==> src/rtl/i2c_ctl_pkg.sv <==
package i2c_ctl_pkg;
    localparam int DW     = 8;
    localparam int B_BUSY = 7;
    localparam int B_FLAG = 6;
    localparam int B_INH  = 5;
    localparam int B_RSV  = 4;
    localparam int B_IEN  = 3;
    localparam int B_MST  = 2;
    localparam int B_FMT  = 1;

    typedef struct packed {
        logic flag;
        logic seen;
        logic armed;
    } irq_st_t;

    typedef struct packed {
        logic busy;
        logic start;
        logic restart;
        logic stop;
    } cmd_st_t;

    typedef struct packed {
        logic ien;
        logic mst;
        logic fmt;
    } cfg_t;
endpackage

==> src/rtl/i2c_irq_flag.sv <==
module i2c_irq_flag (
    input  logic clk,
    input  logic rst_n,
    input  logic mst,
    input  logic fmt,
    input  logic ev_xfer_end,
    input  logic ev_addr_match,
    input  logic ev_gcall,
    input  logic ev_arb_lost,
    input  logic ev_rstart,
    input  logic ev_stop,
    input  logic rd_stb,
    input  logic wr_stb,
    input  logic wr_flag,
    output logic flag
);
    import i2c_ctl_pkg::*;

    irq_st_t st_d, st_q;
    logic    set_ev;
    logic    clr_ok;
    logic    match;

    always_comb begin
        st_d  = st_q;
        match = ev_addr_match | ev_gcall;
        if (mst) begin
            set_ev = ev_xfer_end | ev_arb_lost;
        end else if (fmt) begin
            set_ev = ev_xfer_end;
        end else begin
            set_ev = match | (st_q.armed & ev_xfer_end);
        end
        clr_ok = wr_stb & ~wr_flag & st_q.seen;

        if (set_ev) begin
            st_d.flag = 1'b1;
        end else if (clr_ok) begin
            st_d.flag = 1'b0;
        end

        if (wr_stb) begin
            st_d.seen = 1'b0;
        end else if (rd_stb && st_q.flag) begin
            st_d.seen = 1'b1;
        end

        if (ev_rstart || ev_stop) begin
            st_d.armed = 1'b0;
        end else if (match) begin
            st_d.armed = 1'b1;
        end
    end

    always_ff @(posedge clk or negedge rst_n) begin
        if (!rst_n) begin
            st_q <= '0;
        end else begin
            st_q <= st_d;
        end
    end

    assign flag = st_q.flag;

    a_r3_unarmed_xfer_quiet: assert property (@(posedge clk) disable iff (!rst_n)
        (!mst && !fmt && !st_q.armed && !st_q.flag && !ev_addr_match && !ev_gcall) |=> !st_q.flag);

    a_r4_fmt_match_quiet: assert property (@(posedge clk) disable iff (!rst_n)
        (!mst && fmt && !ev_xfer_end && !st_q.flag) |=> !st_q.flag);
endmodule

==> src/rtl/i2c_cond_cmd.sv <==
module i2c_cond_cmd (
    input  logic clk,
    input  logic rst_n,
    input  logic wr_stb,
    input  logic wr_busy,
    input  logic wr_inh,
    output logic busy,
    output logic start_pls,
    output logic restart_pls,
    output logic stop_pls
);
    import i2c_ctl_pkg::*;

    cmd_st_t st_d, st_q;
    logic    cmd;

    always_comb begin
        st_d         = st_q;
        cmd          = wr_stb & ~wr_inh;
        st_d.start   = cmd & wr_busy;
        st_d.restart = cmd & wr_busy & st_q.busy;
        st_d.stop    = cmd & ~wr_busy;
        if (cmd) begin
            st_d.busy = wr_busy;
        end
    end

    always_ff @(posedge clk or negedge rst_n) begin
        if (!rst_n) begin
            st_q <= '0;
        end else begin
            st_q <= st_d;
        end
    end

    assign busy        = st_q.busy;
    assign start_pls   = st_q.start;
    assign restart_pls = st_q.restart;
    assign stop_pls    = st_q.stop;

    a_r11_start_stop_excl: assert property (@(posedge clk) disable iff (!rst_n)
        !(st_q.start && st_q.stop));

    a_r11_restart_with_start: assert property (@(posedge clk) disable iff (!rst_n)
        st_q.restart |-> st_q.start);

    a_r7_start_cause: assert property (@(posedge clk) disable iff (!rst_n)
        $rose(st_q.start) |-> $past(wr_stb && !wr_inh && wr_busy));

    a_r8_stop_cause: assert property (@(posedge clk) disable iff (!rst_n)
        $rose(st_q.stop) |-> $past(wr_stb && !wr_inh && !wr_busy));

    a_r8_inhibit_keeps_busy: assert property (@(posedge clk) disable iff (!rst_n)
        (wr_stb && wr_inh) |=> $stable(st_q.busy));
endmodule

==> src/rtl/i2c_ctl_irq_reg.sv <==
module i2c_ctl_irq_reg (
    input  logic       clk,
    input  logic       rst_n,
    input  logic       cpu_we,
    input  logic       cpu_re,
    input  logic [7:0] cpu_wdata,
    output logic [7:0] cpu_rdata,
    input  logic       ev_xfer_end,
    input  logic       ev_addr_match,
    input  logic       ev_gcall,
    input  logic       ev_arb_lost,
    input  logic       ev_rstart,
    input  logic       ev_stop,
    output logic       irq,
    output logic       start_pls,
    output logic       restart_pls,
    output logic       stop_pls
);
    import i2c_ctl_pkg::*;

    cfg_t cfg_d, cfg_q;
    logic flag;
    logic busy;
    logic unused_wbits;

    assign unused_wbits = cpu_wdata[0] ^ cpu_wdata[B_RSV];

    always_comb begin
        cfg_d = cfg_q;
        if (cpu_we) begin
            cfg_d.ien = cpu_wdata[B_IEN];
            cfg_d.mst = cpu_wdata[B_MST];
            cfg_d.fmt = cpu_wdata[B_FMT];
        end
    end

    always_ff @(posedge clk or negedge rst_n) begin
        if (!rst_n) begin
            cfg_q <= '0;
        end else begin
            cfg_q <= cfg_d;
        end
    end

    i2c_irq_flag u_flag (
        .clk           (clk),
        .rst_n         (rst_n),
        .mst           (cfg_q.mst),
        .fmt           (cfg_q.fmt),
        .ev_xfer_end   (ev_xfer_end),
        .ev_addr_match (ev_addr_match),
        .ev_gcall      (ev_gcall),
        .ev_arb_lost   (ev_arb_lost),
        .ev_rstart     (ev_rstart),
        .ev_stop       (ev_stop),
        .rd_stb        (cpu_re),
        .wr_stb        (cpu_we),
        .wr_flag       (cpu_wdata[B_FLAG]),
        .flag          (flag)
    );

    i2c_cond_cmd u_cmd (
        .clk         (clk),
        .rst_n       (rst_n),
        .wr_stb      (cpu_we),
        .wr_busy     (cpu_wdata[B_BUSY]),
        .wr_inh      (cpu_wdata[B_INH]),
        .busy        (busy),
        .start_pls   (start_pls),
        .restart_pls (restart_pls),
        .stop_pls    (stop_pls)
    );

    always_comb begin
        cpu_rdata         = '0;
        cpu_rdata[B_BUSY] = busy;
        cpu_rdata[B_FLAG] = flag;
        cpu_rdata[B_INH]  = 1'b1;
        cpu_rdata[B_RSV]  = 1'b1;
        cpu_rdata[B_IEN]  = cfg_q.ien;
        cpu_rdata[B_MST]  = cfg_q.mst;
        cpu_rdata[B_FMT]  = cfg_q.fmt;
    end

    assign irq = flag & cfg_q.ien;

    a_r5_clear_needs_write0: assert property (@(posedge clk) disable iff (!rst_n)
        $fell(flag) |-> ($past(cpu_we) && !$past(cpu_wdata[B_FLAG])));

    a_r6_set_beats_clear: assert property (@(posedge clk) disable iff (!rst_n)
        (cfg_q.mst && (ev_xfer_end || ev_arb_lost)) |=> flag);

    a_r2_master_arb_sets: assert property (@(posedge clk) disable iff (!rst_n)
        (cfg_q.mst && ev_arb_lost) |=> cpu_rdata[B_FLAG]);
endmodule

==> config.mk <==
export PLATFORM = sky130hd
export DESIGN_NAME = i2c_ctl_irq_reg
export DESIGN_NICKNAME = d
export VERILOG_FILES = /design/src/rtl/i2c_ctl_pkg.sv /design/src/rtl/i2c_irq_flag.sv /design/src/rtl/i2c_cond_cmd.sv /design/src/rtl/i2c_ctl_irq_reg.sv
export SDC_FILE = /design/constraint.sdc
export NUM_CORES = 1
export LEC_CHECK = 0
export BUFFER_PORTS_ARGS = -buffer_cell sky130_fd_sc_hd__buf_4
export CAP_MARGIN = 20
export CORE_AREA = 2 2 39 41
export CTS_CLUSTER_DIAMETER = 40
export CTS_CLUSTER_SIZE = 8
export DETAILED_ROUTE_END_ITERATION = 6
export DIE_AREA = 0 0 41 43
export PLACE_DENSITY = 0.65
export SLEW_MARGIN = 20
export SYNTH_ARGS = -nofsm -noshare
export SYNTH_HDL_FRONTEND = slang
export SYNTH_HIERARCHICAL = 1
export SYNTH_SLANG_ARGS = --single-unit
==> constraint.sdc <==
create_clock -name clk -period 1.1 [get_ports clk]
set_clock_uncertainty 0.15 [all_clocks]
set_input_delay 0.165 -clock clk [delete_from_list [all_inputs] [get_ports clk]]
set_output_delay 0.165 -clock clk [all_outputs]
set_load 0.03 [all_outputs]
==> impl_metrics.py, run 1 <==
metrics = {
    "synth": {
        "synth-edff-count": 0,
        "synthFlopType": "dfrtp_1",
        "ys_top_cells_by_count": "10 x dfrtp_1, 5 x buf_4, 3 x mux2_2, 3 x nor2_1",
        "yosysWarnings": 6,
        "synthAdderAreaFrac_pct": 0,
        "synth_cells": 37,
        "synth_area_leaders": "dfrtp_1 58%, buf_4 8.6%, mux2_2 7.8%, and2_1 2.9%, o211ai_2 2.9%",
        "yosys.cell_types.count": 16,
        "synthMostInstantiatedCell": "dfrtp_1",
        "synthSimpleGateAreaFrac_pct": 12.4,
        "synth_xor_area_share_pct": 0,
        "syn_avg_cell_area_um2": 11.7,
        "synth_top_area_share_pct": 57.6,
        "postSynth.asyncResetShare_pct": 100,
        "ys_seq_area_share_pct": 57.6,
        "synth_area_um2": 434,
        "synth_top_family_by_area": "simple AND/OR/NAND/NOR gates",
        "synthMuxAreaShare_pct": 7.78,
        "ys_seq_elements": 10,
        "synth_compound_area_share_pct": 11.8,
        "synth_top_area_cell": "dfrtp_1",
    },
    "die": {
        "ioPinCount": 30,
        "start_util_pct": 31.4,
        "core_area_um2": 1380,
        "core.rowCount": 14,
        "die-area_um2": 1760,
        "die_width_um": 41,
        "die_y_um": 43,
    },
    "sta": {
        "fin_ws_ns": -0.145,
        "fin_setup_tns_ns": -0.480,
        "finalCritPeriodShare_pct": 113,
        "grt_setup_unrepaired": "yes",
        "hold_viol": 0,
        "slew_viol_final": 0,
        "setup_viol": 8,
        "fmax_mhz": 803,
        "min_period_ns": 1.25,
    },
    "drt": {
        "dr.pass1.iters": 4,
        "post-route-drc-count": 0,
        "viasPerCell": 4.37,
        "final_antenna_net_count": 0,
        "drt_iter0_drc": 1,
        "vias": 398,
        "wl_um": 1020,
        "wl_per_cell_um": 11.2,
    },
    "layout": {
        "syn_to_final_growth_pct": 85.6,
        "drive_gt1_share_pct": 54.7,
        "antenna_cells": 0,
        "fillers": 131,
        "nets": 94,
        "register_area_um2": 251,
        "multi_input_area_um2": 153,
    },
    "clocking": {
        "clock-sinks": 10,
        "cts_buffer_depth": 2,
        "cts_max_level": 1,
        "cts_buffers": 3,
        "clkTransAtPathRegs_ns": 0.07,
        "cts_tree": "yes",
        "hold_buffers": 9,
        "clk_latency_ns": 0.27,
        "cts_root_buf": "clkbuf_4",
    },
    "power": {
        "power.total_mw": 1.03,
        "powerDensity_nw_per_um2": 1280,
        "ir_drop_v": 0.000875,
        "leakage_nw": 0.399,
    },
    "global_route": {
        "gr-total-overflow": 0,
        "grt_pass1_wl_um": 1620,
        "grt_pass1_vias": 383,
        "gr-usage-all-layers_pct": 14.8,
        "grt_max_degree": 11,
        "antenna_found_initial": 0,
    },
    "min_path": {
        "hold_class": "input pin to register",
    },
    "setup_path": {
        "cp-start-kind": "register",
        "cp_max_fo": 2,
        "cp.arrival_ns": 0.93,
        "cp.required_ns": 0.78,
        "critPathCaptureType": "output pin",
        "rrSetupSlack_ns": -0.02,
        "criticalPathCategory": "register to output pin",
    },
    "outcome": {
        "violations": "setup timing",
        "status": "finished, violations left",
    },
    "job": {
        "cap_violations": 0,
    },
    "placement": {
        "dpl.hpwl_um": 671,
        "io_buffers": 24,
        "place_congestion": 0.717,
    },
}
-- sequential cells by signal (all words and copies together) (netlist names) --
signal             count
u_flag/st_q            2
u_cmd/busy             1
u_cmd/restart_pls      1
cpu_rdata              3
u_cmd/stop_pls         1
u_cmd/start_pls        1
u_flag/flag            1
-- layout make-up --
cell class	instances	share of cell area, %
clock buffer	4	4.50
multi-input combinational	23	18.9
sequential	10	31.2
tap	16	2.48
timing repair buffer	38	42.9
-- power by group --
part	total [mW]	leakage, nW	switching [mW]	internal [mW]
logic	0.294	0.256	0.134	0.160
registers	0.412	0.122	0.0167	0.395
clock network	0.326	0.0210	0.125	0.201
-- layer usage --
layer,global-route usage [%],part of all wire (%)
met1,14.0,38
met4,12.0,2.7
met5,0,0
met3,6.28,5.7
met2,23.1,53
-- cells in the final DEF, fill, tap and decap left out --
cell type,count
a21o_1,1
a21oi_1,1
and2_1,1
and2_4,1
and3b_2,1
buf_4,19
buf_6,10
clkbuf_4,3
clkbuf_8,1
conb_1,3
dfrtp_1,9
dfrtp_2,1
dlygate4sd3_1,9
mux2_2,3
nand2_1,1
nand2b_1,1
nor2_1,3
nor3_1,2
o211ai_2,1
o21a_1,1
o21ai_0,2
o21ai_2,1
-- stage by stage --
step | cell area (µm²) | utilization, % | cells | hold WS (ns) | setup slack [ns]
2_1_floorplan | 440 | - | 38 | -0.281 | -0.00735
3_3_place_gp | 611 | 44.1 | 74 | -0.148 | 0.0741
3_5_place_dp | 611 | 44.1 | 74 | -0.147 | 0.0641
4_1_cts | 806 | 58.2 | 91 | -0.00360 | -0.153
5_1_grt | 806 | 58.2 | 91 | -0.00377 | -0.189
6_report | 806 | 58.2 | 91 | 0.00117 | -0.145
-- cell families (layout without fill, tap and decap cells) --
group / after synthesis / count (layout)
flops: 10 / 10
compound gates: 7 / 7
mux: 3 / 3
buf+inv: 5 / 42
simple gates: 10 / 10
other cells: 2 / 3
-- timing repair --
item                                   4_1_cts  5_1_grt
setup buffers                                4        0
endpoints found under the hold margin       17        1
pin swaps                                    1        0
resized for setup                           11        0
setup endpoints to repair                    9       10
-- worst max-delay path, cell delays in order (launching register included) --
cell	delay, ns
dfrtp_1	0.38
and2_4	0.16
buf_6	0.13
-- path summary, 6_finish.rpt --
kind | from | endpoint | cells past startpoint
worst max-delay path | u_flag/flag$_DFFE_PN0P_ | irq | 2
worst min-delay path | ev_arb_lost | u_flag/flag$_DFFE_PN0P_ | 3
worst max register to register | cpu_rdata[1]$_DFFE_PN0P_ | u_flag/flag$_DFFE_PN0P_ | 4
worst min register to register | u_flag/st_q[1]$_DFFE_PN0P_ | u_flag/st_q[1]$_DFFE_PN0P_ | 2
max in group asynchronous | rst_n | cpu_rdata[1]$_DFFE_PN0P_ | 2
min in group asynchronous | rst_n | u_flag/st_q[1]$_DFFE_PN0P_ | 2
Note: power is estimated with default switching activity, not from simulation.
==> run 2: changes to the inputs <==
--- a/config.mk
+++ b/config.mk
@@ -7,12 +7,13 @@
 export LEC_CHECK = 0
 export BUFFER_PORTS_ARGS = -buffer_cell sky130_fd_sc_hd__buf_4
 export CAP_MARGIN = 20
-export CORE_AREA = 2 2 39 41
+export CELL_PAD_IN_SITES_DETAIL_PLACEMENT = 1
+export CELL_PAD_IN_SITES_GLOBAL_PLACEMENT = 1
+export CORE_UTILIZATION = 27
 export CTS_CLUSTER_DIAMETER = 40
 export CTS_CLUSTER_SIZE = 8
 export DETAILED_ROUTE_END_ITERATION = 6
-export DIE_AREA = 0 0 41 43
-export PLACE_DENSITY = 0.65
+export PLACE_DENSITY = 0.73
 export SLEW_MARGIN = 20
 export SYNTH_ARGS = -nofsm -noshare
 export SYNTH_HDL_FRONTEND = slang
==> run 2 against run 1 <==
Against the previous run:
- the flow still finishes with violations (setup timing)
- non-clock buffer count is 1 lower
- via count is 3.8% lower
- largest cell class unchanged
- wire length is 13% higher
==> impl_metrics.py, run 2 (same netlist as run 1, synthesis figures left out) <==
metrics = {
    "global_route": {
        "grt_pass1_vias": 425,
        "antenna_found_initial": 0,
        "grt_max_degree": 11,
        "gr-total-overflow": 0,
        "gr-usage-all-layers_pct": 14.9,
        "grt_pass1_wl_um": 1900,
    },
    "clocking": {
        "cts_buffer_depth": 2,
        "cts_root_buf": "clkbuf_4",
        "cts_buffers": 3,
        "cts_tree": "yes",
        "clock-sinks": 10,
        "clkTransAtPathRegs_ns": 0.06,
        "cts_max_level": 1,
        "clk_latency_ns": 0.26,
    },
    "power": {
        "powerDensity_nw_per_um2": 1290,
        "ir_drop_v": 0.000612,
        "power.total_mw": 1.03,
        "leakage_nw": 0.393,
    },
    "outcome": {
        "violations": "setup timing",
        "status": "finished, violations left",
    },
    "min_path": {
        "hold_path_end": "u_flag/flag$_DFFE_PN0P_",
        "min_path_cells": 3,
        "hold_class": "input pin to register",
        "hp-start": "ev_arb_lost",
    },
    "sta": {
        "slew_viol_final": 0,
        "fin_ws_ns": -0.146,
        "hold_slack_ns": 0.0204,
        "fin_setup_tns_ns": -0.445,
        "fmax_mhz": 802,
        "finalCritPeriodShare_pct": 113,
        "min_period_ns": 1.25,
        "grt_setup_unrepaired": "yes",
        "hold_viol": 0,
        "setup_viol": 7,
    },
    "drt": {
        "final_antenna_net_count": 0,
        "wl_per_cell_um": 12.8,
        "dr_wl_met2_um": 634,
        "drt_iter0_drc": 1,
        "wl_um": 1150,
        "wl_met1_um": 450,
        "viasPerCell": 4.26,
        "vias": 383,
        "wl_met3_um": 51,
        "dr.pass1.iters": 2,
        "topRoutingLayerUsed": "met4",
        "post-route-drc-count": 0,
    },
    "setup_path": {
        "cp-start-kind": "register",
        "r2r_cells": 4,
        "reg2reg_from": "cpu_rdata[1]$_DFFE_PN0P_",
        "criticalPathCategory": "register to output pin",
        "cp.required_ns": 0.78,
        "reg2reg_to": "u_flag/flag$_DFFE_PN0P_",
        "cp_max_fo": 3,
        "rrSetupSlack_ns": -0.05,
        "critPathCaptureType": "output pin",
        "cp.arrival_ns": 0.93,
    },
    "die": {
        "core_area_um2": 1510,
        "ioPinCount": 30,
        "core.rowCount": 14,
        "die-area_um2": 1770,
        "start_util_pct": 28.8,
        "die_width_um": 42.1,
        "die_y_um": 42.1,
    },
    "layout": {
        "nets": 93,
        "largest_reg_flops": 3,
        "fillers": 178,
        "drive_gt1_share_pct": 54.1,
        "antenna_cells": 0,
        "fin_area_um2": 795,
        "syn_to_final_growth_pct": 83.0,
        "register_area_um2": 251,
        "multi_input_area_um2": 153,
        "final_util_pct": 52.7,
        "final_cells": 90,
        "final_common_cell": "buf_4",
        "final_cell_mix": "19 x buf_4, 9 x dfrtp_1, 9 x dlygate4sd3_1, 9 x buf_6",
    },
    "placement": {
        "dpl.hpwl_um": 711,
        "place_congestion": 0.808,
        "dpl_worst_slack_ns": 0.0583,
        "io_buffers": 24,
        "post-place-cells": 74,
        "placed_cell_area_um2": 611,
    },
    "job": {
        "cap_violations": 0,
    },
}
[run 2: layout make-up]
cell class              instances  share of cell area [%]
clock buffers                   4                    4.57
flip-flops and latches         10                    31.7
multi-input cells              23                    19.2
repair buffers                 37                    42.0
well taps                      16                    2.52
[run 2: metal layers]
metal / up-vias / track usage, %
met5: - / 0
met4: 0 / 9.38
met3: 2 / 1.29
met2: 16 / 25.6
met1: 174 / 17.8
li1: 191 / -
[run 2: timing repair]
action                                  4_1_cts  5_1_grt
cloned                                        0        0
resized for setup                            10        0
hold buffers                                  9        0
endpoints found under the hold margin        16        0
buffers inserted                              3        0
pin swaps                                     1        0
endpoints found under the setup margin        9       10
[run 2: critical path, cell delays in order, from the launching register on]
cell and delay [ns]:
dfrtp_1 0.40, and2_4 0.15, buf_6 0.13
[run 2: power by group]
part	leakage, nW	internal [mW]	switching (mW)
clock network	0.0210	0.201	0.127
registers	0.122	0.395	0.0188
logic	0.250	0.153	0.134
total	0.393	0.749	0.279
[run 2: how the worst max path moves through the flow]
stage	to	cells past startpoint	slack [ns]	start
2_1_floorplan	irq	1	-0.007	cpu_rdata[3]$_DFFE_PN0P_
3_3_place_gp	u_flag/flag$_DFFE_PN0P_	3	0.07	cpu_rdata[1]$_DFFE_PN0P_
3_5_place_dp	u_flag/flag$_DFFE_PN0P_	3	0.06	cpu_rdata[1]$_DFFE_PN0P_
4_1_cts	irq	2	-0.16	cpu_rdata[3]$_DFFE_PN0P_
5_1_grt	irq	2	-0.19	cpu_rdata[3]$_DFFE_PN0P_
6_report	irq	2	-0.15	cpu_rdata[3]$_DFFE_PN0P_
